$ cat src/rtl/sts_pkg.sv
package sts_pkg;
   // pixel-length selector carried on cfg_rate_i
   typedef enum logic [1:0] {
      RATE_NORMAL = 2'b00,
      RATE_FAST   = 2'b01,
      RATE_SLOW   = 2'b10,
      RATE_SPARE  = 2'b11
   } rate_e;

   localparam logic [1:0] CH_RED   = 2'b00;
   localparam logic [1:0] CH_GREEN = 2'b01;
   localparam logic [1:0] CH_BLUE  = 2'b10;
   localparam logic [1:0] CH_NONE  = 2'b11;
endpackage

$ cat src/rtl/sts_phase_ctr.sv
module sts_phase_ctr #(
   parameter int PH_W = 4
) (
   input  logic            clk,
   input  logic            rst_n,
   input  logic            sync_i,
   input  logic [PH_W-1:0] ratio_i,
   output logic [PH_W-1:0] ph_o
);
   // 0 = idle, 1..ratio = step within the pixel
   always_ff @(posedge clk or negedge rst_n) begin
      if (!rst_n)
         ph_o <= '0;
      else if (sync_i)
         ph_o <= PH_W'(1);
      else if (ph_o != '0 && ph_o < ratio_i)
         ph_o <= ph_o + PH_W'(1);
      else
         ph_o <= '0;
   end
endmodule

$ cat src/rtl/sts_strobe_gen.sv
module sts_strobe_gen #(
   parameter int PH_W    = 4,
   parameter int RS_BASE = 4
) (
   input  logic            clk,
   input  logic            rst_n,
   input  logic            sync_i,
   input  logic [PH_W-1:0] ph_i,
   input  logic            clamp_req_i,
   input  logic            cds_active_i,
   input  logic [1:0]      rs_adj_i,
   output logic            vs_o,
   output logic            rs_o,
   output logic            cl_o
);
   localparam logic [PH_W-1:0] STEP_ONE = PH_W'(1);
   localparam logic [PH_W-1:0] POS_MIN  = PH_W'(RS_BASE - 1);

   logic [PH_W-1:0] rs_pos;
   logic            clamp_armed;

   assign rs_pos = POS_MIN + PH_W'(rs_adj_i);

   // request captured on the edge that takes the video sample;
   // a new sync discards whatever the interrupted pixel armed
   always_ff @(posedge clk or negedge rst_n) begin
      if (!rst_n)
         clamp_armed <= 1'b0;
      else if (sync_i)
         clamp_armed <= 1'b0;
      else if (ph_i == STEP_ONE)
         clamp_armed <= clamp_req_i;
   end

   always_comb begin
      vs_o = (ph_i == STEP_ONE);
      rs_o = cds_active_i ? (ph_i == rs_pos) : (ph_i == STEP_ONE);
      cl_o = clamp_armed && (ph_i == rs_pos);
   end
endmodule

$ cat src/rtl/sts_chan_seq.sv
module sts_chan_seq
   import sts_pkg::*;
#(
   parameter int PH_W      = 4,
   parameter int SLOT_CLKS = 2
) (
   input  logic [PH_W-1:0] ph_i,
   input  logic [PH_W-1:0] ratio_i,
   input  logic            mono_i,
   input  logic [1:0]      chan_sel_i,
   output logic [1:0]      chan_o,
   output logic            valid_o
);
   localparam logic [PH_W-1:0] MULTI_MIN = PH_W'(3 * SLOT_CLKS);

   logic [PH_W-1:0] ph_m1;
   logic [PH_W-1:0] slot;
   logic            single_slot;

   assign ph_m1       = ph_i - PH_W'(1);
   assign single_slot = (ratio_i < MULTI_MIN);
   assign slot        = single_slot ? '0 : PH_W'(ph_m1 / PH_W'(SLOT_CLKS));

   always_comb begin
      if (ph_i == '0) begin
         chan_o  = mono_i ? chan_sel_i : CH_RED;
         valid_o = 1'b0;
      end else if (mono_i) begin
         chan_o  = chan_sel_i;
         valid_o = (slot == '0);
      end else if (slot < PH_W'(3)) begin
         chan_o  = slot[1:0];
         valid_o = 1'b1;
      end else begin
         chan_o  = CH_NONE;
         valid_o = 1'b0;
      end
   end
endmodule

$ cat src/rtl/ccd_sample_seq.sv
module ccd_sample_seq
   import sts_pkg::*;
#(
   parameter int NORMAL_RATIO = 6,
   parameter int FAST_RATIO   = 3,
   parameter int MAX_RATIO    = 2,
   parameter int SLOW_RATIO   = 8,
   parameter int SLOT_CLKS    = 2,
   parameter int RS_BASE      = 4
) (
   input  logic       clk,
   input  logic       rst_n,
   input  logic       sync_i,
   input  logic       clamp_req_i,
   input  logic       cfg_mono_i,
   input  logic       cfg_cds_i,
   input  logic       cfg_maxspd_i,
   input  logic [1:0] cfg_rate_i,
   input  logic [1:0] cfg_chan_i,
   input  logic [1:0] cfg_rs_adj_i,
   output logic       vs_o,
   output logic       rs_o,
   output logic       cl_o,
   output logic [1:0] chan_o,
   output logic       slot_valid_o
);
   localparam int PH_W = $clog2(SLOW_RATIO + 1);

   if (NORMAL_RATIO != 3 * SLOT_CLKS) begin : g_bad_normal
      $error("normal pixel must hold three converter slots");
   end
   if (SLOW_RATIO != 4 * SLOT_CLKS) begin : g_bad_slow
      $error("slow pixel must hold four converter slots");
   end
   if (FAST_RATIO >= 3 * SLOT_CLKS || MAX_RATIO >= 3 * SLOT_CLKS) begin : g_bad_short
      $error("short pixels must fit in a single slot");
   end
   if (RS_BASE < 3 || RS_BASE + 2 > SLOW_RATIO) begin : g_bad_rs
      $error("reset-sample base out of range");
   end

   logic [PH_W-1:0] ratio;
   logic [PH_W-1:0] ph;
   logic            mono_eff;
   logic            cds_active;

   always_comb begin
      if (cfg_maxspd_i)
         ratio = PH_W'(MAX_RATIO);
      else begin
         case (rate_e'(cfg_rate_i))
            RATE_FAST: ratio = PH_W'(FAST_RATIO);
            RATE_SLOW: ratio = PH_W'(SLOW_RATIO);
            default:   ratio = PH_W'(NORMAL_RATIO);
         endcase
      end
   end

   assign mono_eff   = cfg_mono_i | cfg_maxspd_i | (cfg_rate_i == RATE_FAST);
   assign cds_active = cfg_cds_i & ~cfg_maxspd_i;

   sts_phase_ctr #(.PH_W(PH_W)) u_ctr (
      .clk    (clk),
      .rst_n  (rst_n),
      .sync_i (sync_i),
      .ratio_i(ratio),
      .ph_o   (ph)
   );

   sts_strobe_gen #(.PH_W(PH_W), .RS_BASE(RS_BASE)) u_strb (
      .clk         (clk),
      .rst_n       (rst_n),
      .sync_i      (sync_i),
      .ph_i        (ph),
      .clamp_req_i (clamp_req_i),
      .cds_active_i(cds_active),
      .rs_adj_i    (cfg_rs_adj_i),
      .vs_o        (vs_o),
      .rs_o        (rs_o),
      .cl_o        (cl_o)
   );

   sts_chan_seq #(.PH_W(PH_W), .SLOT_CLKS(SLOT_CLKS)) u_chan (
      .ph_i      (ph),
      .ratio_i   (ratio),
      .mono_i    (mono_eff),
      .chan_sel_i(cfg_chan_i),
      .chan_o    (chan_o),
      .valid_o   (slot_valid_o)
   );
endmodule

$ cat config.mk
export PLATFORM = sky130hd
export DESIGN_NAME = ccd_sample_seq
export DESIGN_NICKNAME = d
export VERILOG_FILES = /design/src/rtl/sts_pkg.sv /design/src/rtl/sts_phase_ctr.sv /design/src/rtl/sts_strobe_gen.sv /design/src/rtl/sts_chan_seq.sv /design/src/rtl/ccd_sample_seq.sv
export SDC_FILE = /design/constraint.sdc
export NUM_CORES = 1
export LEC_CHECK = 0
export BUFFER_PORTS_ARGS = -buffer_cell sky130_fd_sc_hd__buf_4
export CAP_MARGIN = 20
export CORE_MARGIN = 2
export CORE_UTILIZATION = 45
export CTS_BUF_LIST = sky130_fd_sc_hd__clkbuf_4 sky130_fd_sc_hd__clkbuf_8
export DETAILED_ROUTE_END_ITERATION = 12
export MAX_ROUTING_LAYER = met4
export PLACE_DENSITY_LB_ADDON = 0.15
export SLEW_MARGIN = 0
export SYNTH_ARGS = -nofsm -noshare
export SYNTH_HDL_FRONTEND = slang
export SYNTH_HIERARCHICAL = 1
export SYNTH_SLANG_ARGS = --single-unit
$ cat constraint.sdc
create_clock -name clk -period 4 [get_ports clk]
set_clock_uncertainty 0.2 [all_clocks]
set_input_delay 0.8 -clock clk [delete_from_list [all_inputs] [get_ports clk]]
set_output_delay 0.8 -clock clk [all_outputs]
set_load 0.05 [all_outputs]
**Word-level counts from Yosys, hierarchy flattened**

Index checks and enable logic that the tools add are counted.

- Flip-flop bits (word level): 5
- Latch bits: 0
- Bits in writable memories: 0
- Bits in read-only memories: 0
- Input bits: 13
- Output and inout port bits: 6
- Word-level logic and storage cells: 37
- Memories: 0

- $add $sub $neg: 3
- Multiply operators: 0
- Divide/modulo/power cells: 0
- Magnitude comparators: 3
- Eq/ne operators: 4
- Shift-type cells: 0
- Muxes and demuxes: 15
- Bitwise logic cells: 4
- Reduce and logical (&&, ||, !) cells: 6

Operators with widths:

| operator | count |
|---|---|
| $mux W4 | 3 |
| $logic_not A4 Y1 | 2 |
| $mux W2 | 4 |
| $pmux W4 S2 | 1 |
| $mux W1 | 6 |
| $add A4 B1 Y4 const B | 1 |
| $eq A4 B1 Y1 const B | 1 |
| $eq A4 B4 Y1 | 1 |
| $lt A4 B2 Y1 const B | 1 |
| $lt A4 B3 Y1 const B | 1 |
| $lt A4 B4 Y1 | 1 |
| $reduce_bool A4 Y1 | 1 |
| $sub A4 B1 Y4 const B | 1 |
| $add A2 B2 Y3 const A | 1 |
| $mux W3 | 1 |
| $eq A2 B1 Y1 const B | 1 |
| $eq A2 B2 Y1 const B | 1 |
| $logic_and A1 B1 Y1 | 2 |
| $or A1 B1 Y1 | 2 |
| $reduce_bool A2 Y1 | 1 |
| $and A1 B1 Y1 | 1 |
| $not A1 Y1 | 1 |

**Logic depth before layout (Yosys ltp)**

- Depth in word-level cells: 9
- Gate-level depth with buffers: 8
- Mapped depth without buffers: 8

**Cells and area by module**

The synthesis kept the hierarchy.

By module, submodules not included:

| module | instances | cells an instance | area each (sq um) |
|---|---|---|---|
| sts_phase_ctr | 1 | 28 | 275.3 |
| sts_chan_seq | 1 | 20 | 145.1 |
| sts_strobe_gen | 1 | 13 | 140.1 |
| ccd_sample_seq | 1 | 11 | 87.6 |

**Worst setup path after synthesis**

No wires, ideal clock.

- Path type: input-to-output
- Start point: input port cfg_rate_i[1]
- End point: output port slot_valid_o
- Data arrival time: 2.805 ns
- Required time: 3.000 ns
- Path slack: 0.195 ns
- Cell stages on the path: 5
- Cells stage by stage: inv_1 > ha_1 > or3_1 > maj3_1 > o21ai_0

- Elaborated cells between the ends (all ways): 12

RTL lines:

| what | RTL line | text |
|---|---|---|
| start, declared | ccd_sample_seq.sv:18 | `input logic [1:0] cfg_rate_i,` |
| $eq A2 B1 Y1 | ccd_sample_seq.sv:59 | `assign mono_eff = cfg_mono_i \| cfg_maxspd_i \| (cfg_rate_i == RATE_FAST);` |
| $or A1 B1 Y1 | ccd_sample_seq.sv:59 |  |
| via mono_eff | ccd_sample_seq.sv:44 | `logic mono_eff;` |
| $mux W1 | sts_chan_seq.sv:28 | `end else if (mono_i) begin` |
| $mux W1 | sts_chan_seq.sv:25 | `if (ph_i == '0) begin` |
| end, declared | ccd_sample_seq.sv:25 | `output logic slot_valid_o` |

The timed path passes the listed nets, and every way through them passes these cells.

**Final worst setup path**

Same ends and word-level chain as after synthesis.

==> qor.yml <==
synth:
  syn_avg_cell_area_um2: 9.00
  ys.flop_type: "dfrtp_1"
  synth_top_area_share_pct: 21.2
  synthTopCellsByArea: "ha_1 (21%), dfrtp_1 (19%), inv_1 (6.9%)"
  synth.distinct_cells: 31
  synthCells: 72
  synthArstFlopShare_pct: 100
  synth_fa_ha_area_share_pct: 22.8
  synth_largest_area_cell: "ha_1"
  synth_edf_count: 0
  synth-simple-area-share_pct: 28.8
  yosysWarnings: 6
  synth_xor_area_share_pct: 8.11
  synth_top_family_by_area: "simple AND/OR/NAND/NOR gates"
  syn_area_um2: 648
  ys_seq_elements: 5
  synth_compound_area_share_pct: 10.8
  synth_common_cells: "inv_1 (12), ha_1 (11), dfrtp_1 (5)"
  synth.mux.area_fraction_pct: 3.28
  synth_most_common_cell: "inv_1"
  seq_area_frac_synth_pct: 19.3
  syn_nets: 96
layout:
  diodes: 0
  fin_nets: 119
  area_growth_pct: 28.4
  seqCellArea_um2: 125
  drive_gt1_share_pct: 33.0
  multi_input_area_um2: 478
  fill_cells: 121
cts:
  postCtsSetupBuffers: 0
  cts_tree: "built"
  cts_inserted_buffers: 3
  clockBufferDepth: 2
  cts_resized: 0
  cts_hold_buf: 0
  cts_root_buf: "clkbuf_4"
  clock_sinks: 5
  ctsHtreeMaxLevel: 1
  clock_latency_ps: 240
  path_clk_slew_ps: 40
power_and_ir_drop:
  switchingPower_w: 0.000153
  switching_share_pct: 44.5
  seqPwrFrac_pct: 22.9
  power.leakage_nw: 0.446
  combPwrFrac_pct: 58.2
  clockPowerShare_pct: 18.9
  internal_power_w: 0.000191
  power_density_nw_per_um2: 414
  ir_worst_vdd_mv: 0.211
placement:
  dp_slack_ps: 772
  place.gp.congestion: 0.720
  hpwl_um: 1020
  portBuffers: 18
route:
  viasPerCell: 5.08
  dr_total_vias: 554
  wl_per_cell_um: 11.8
  route.detailed.drc: 0
  drt_wl_total_um: 1290
  dr.pass1.iters: 3
  drtAntennaViolNets: 0
  initialDrtViolationCount: 6
timing:
  fmax_mhz: 310
  worst_slew_pin_slew_ps: 463
  hold_viol: 0
  post-route-period-util_pct: 80.7
  slew_viol_final: 0
  setup_tns_ps: 0
  relSlewSlack_pct: 69.1
  fin_ws_ps: 770
  rsz0062_at_grt: "false"
  fin_crit_ps: 3230
  setup_viol: 0
global_route:
  grt_usage_pct: 16.7
  grt_remaining_overflow: 0
  grt_pass1_wl_um: 2200
  grt_pass1_vias: 547
  grt_max_degree: 12
  antenna_found_initial: 0
worst_setup_path:
  rrSetupSlack_ps: 2260
  arrival_ps: 2230
  worstSetupEndpointType: "output port"
  worstPathRequired_ps: 3000
  cp_max_fo: 4
  r2r_cells: 4
  r2r-end: "u_ctr/ph_o[1]"
  r2r_start: "u_ctr/ph_o[3]"
  critPathLaunchType: "input port"
  critPathKind: "input port to output port"
floorplanning:
  die_h_um: 42.0
  initial_core_util_pct: 49.2
  num_rows: 13
  die_area_um2: 1760
  die_x_um: 42.0
  ios: 19
  coreArea_um2: 1320
status:
  status: "completed"
worst_hold_path:
  min_path_type: "input port to async pin"
job:
  cap_violations: 0
how the worst max path moves through the flow:
stage             startpoint           end  cells past startpoint
2_1_floorplan  cfg_rate_i[1]  slot_valid_o                      5
3_3_place_gp   cfg_rate_i[0]  slot_valid_o                      6
3_5_place_dp   cfg_rate_i[1]  slot_valid_o                      7
4_1_cts        cfg_rate_i[1]  slot_valid_o                      7
5_1_grt        cfg_rate_i[1]  slot_valid_o                      7
6_report       cfg_rate_i[1]  slot_valid_o                      7
cell families (layout without fill, tap and decap cells):
| family | Yosys count | count (layout) |
|---|---|---|
| AOI/OAI and AO/OA | 10 | 10 |
| xor gates and xnor gates | 6 | 6 |
| adders and majority gates | 12 | 12 |
| buffers and inverters | 12 | 34 |
| DFF | 5 | 5 |
| muxes | 2 | 2 |
| and+or+nand+nor | 25 | 25 |
area by class of cell:
type / instances / area share (%)
clock buffers: 4 / 3.61
inverters: 12 / 5.41
multi-input cells: 55 / 57.4
flip-flops and latches: 5 / 15.0
well taps: 15 / 2.26
repair buffers: 18 / 16.2
layer usage:
layer  GRT usage [%]  share of wire, %
met1            19.7                44
met2            28.4                54
met3            1.30               1.6
met4            7.74                 0
met5               -                 0
power by group through the flow:
| stage | Sequential [W] | Clock (W) | Combinational (W) |
|---|---|---|---|
| floorplan | 0.0000740 | 0 | 0.000153 |
| finish | 0.0000788 | 0.0000650 | 0.000201 |
| global route | 0.0000809 | 0.0000677 | 0.000219 |
| detailed placement | 0.0000797 | 0 | 0.000202 |
| global placement | 0.0000792 | 0 | 0.000198 |
| CTS | 0.0000789 | 0.0000664 | 0.000203 |
through the flow:
| stage | instance area, um^2 | hold slack, ps | instances | util [%] | total power, W |
|---|---|---|---|---|---|
| floorplan | 648 | 277 | 72 | - | 0.000227 |
| global placement | 802 | 299 | 105 | 60.9 | 0.000277 |
| detailed placement | 802 | 308 | 105 | 60.9 | 0.000281 |
| CTS | 832 | 144 | 109 | 63.2 | 0.000348 |
| global route | 832 | 151 | 109 | 63.2 | 0.000367 |
| finish | 832 | 148 | 109 | 63.2 | 0.000344 |
state kept, by name, indices dropped and copies added, names as in the netlist:
register,cells
u_strb/clamp_armed,1
u_ctr/ph_o,4
critical path, stage by stage:
cell and delay (ps):
buf_4 90, inv_1 50, ha_1 160, or3_1 360, maj3_1 360, o21ai_0 180
buf_4 220
cell usage in the layout, fill, tap and decap left out, types with 2 or more instances in the layout:
master,instances
xor2_1,2
and2b_1,4
nor3_1,2
nor2_1,3
xnor2_1,4
ha_1,11
a22o_2,2
buf_4,18
dfrtp_1,5
clkbuf_4,4
inv_1,12
a21oi_1,3
nand3_1,4
Power figures use the tool's default switching activity.
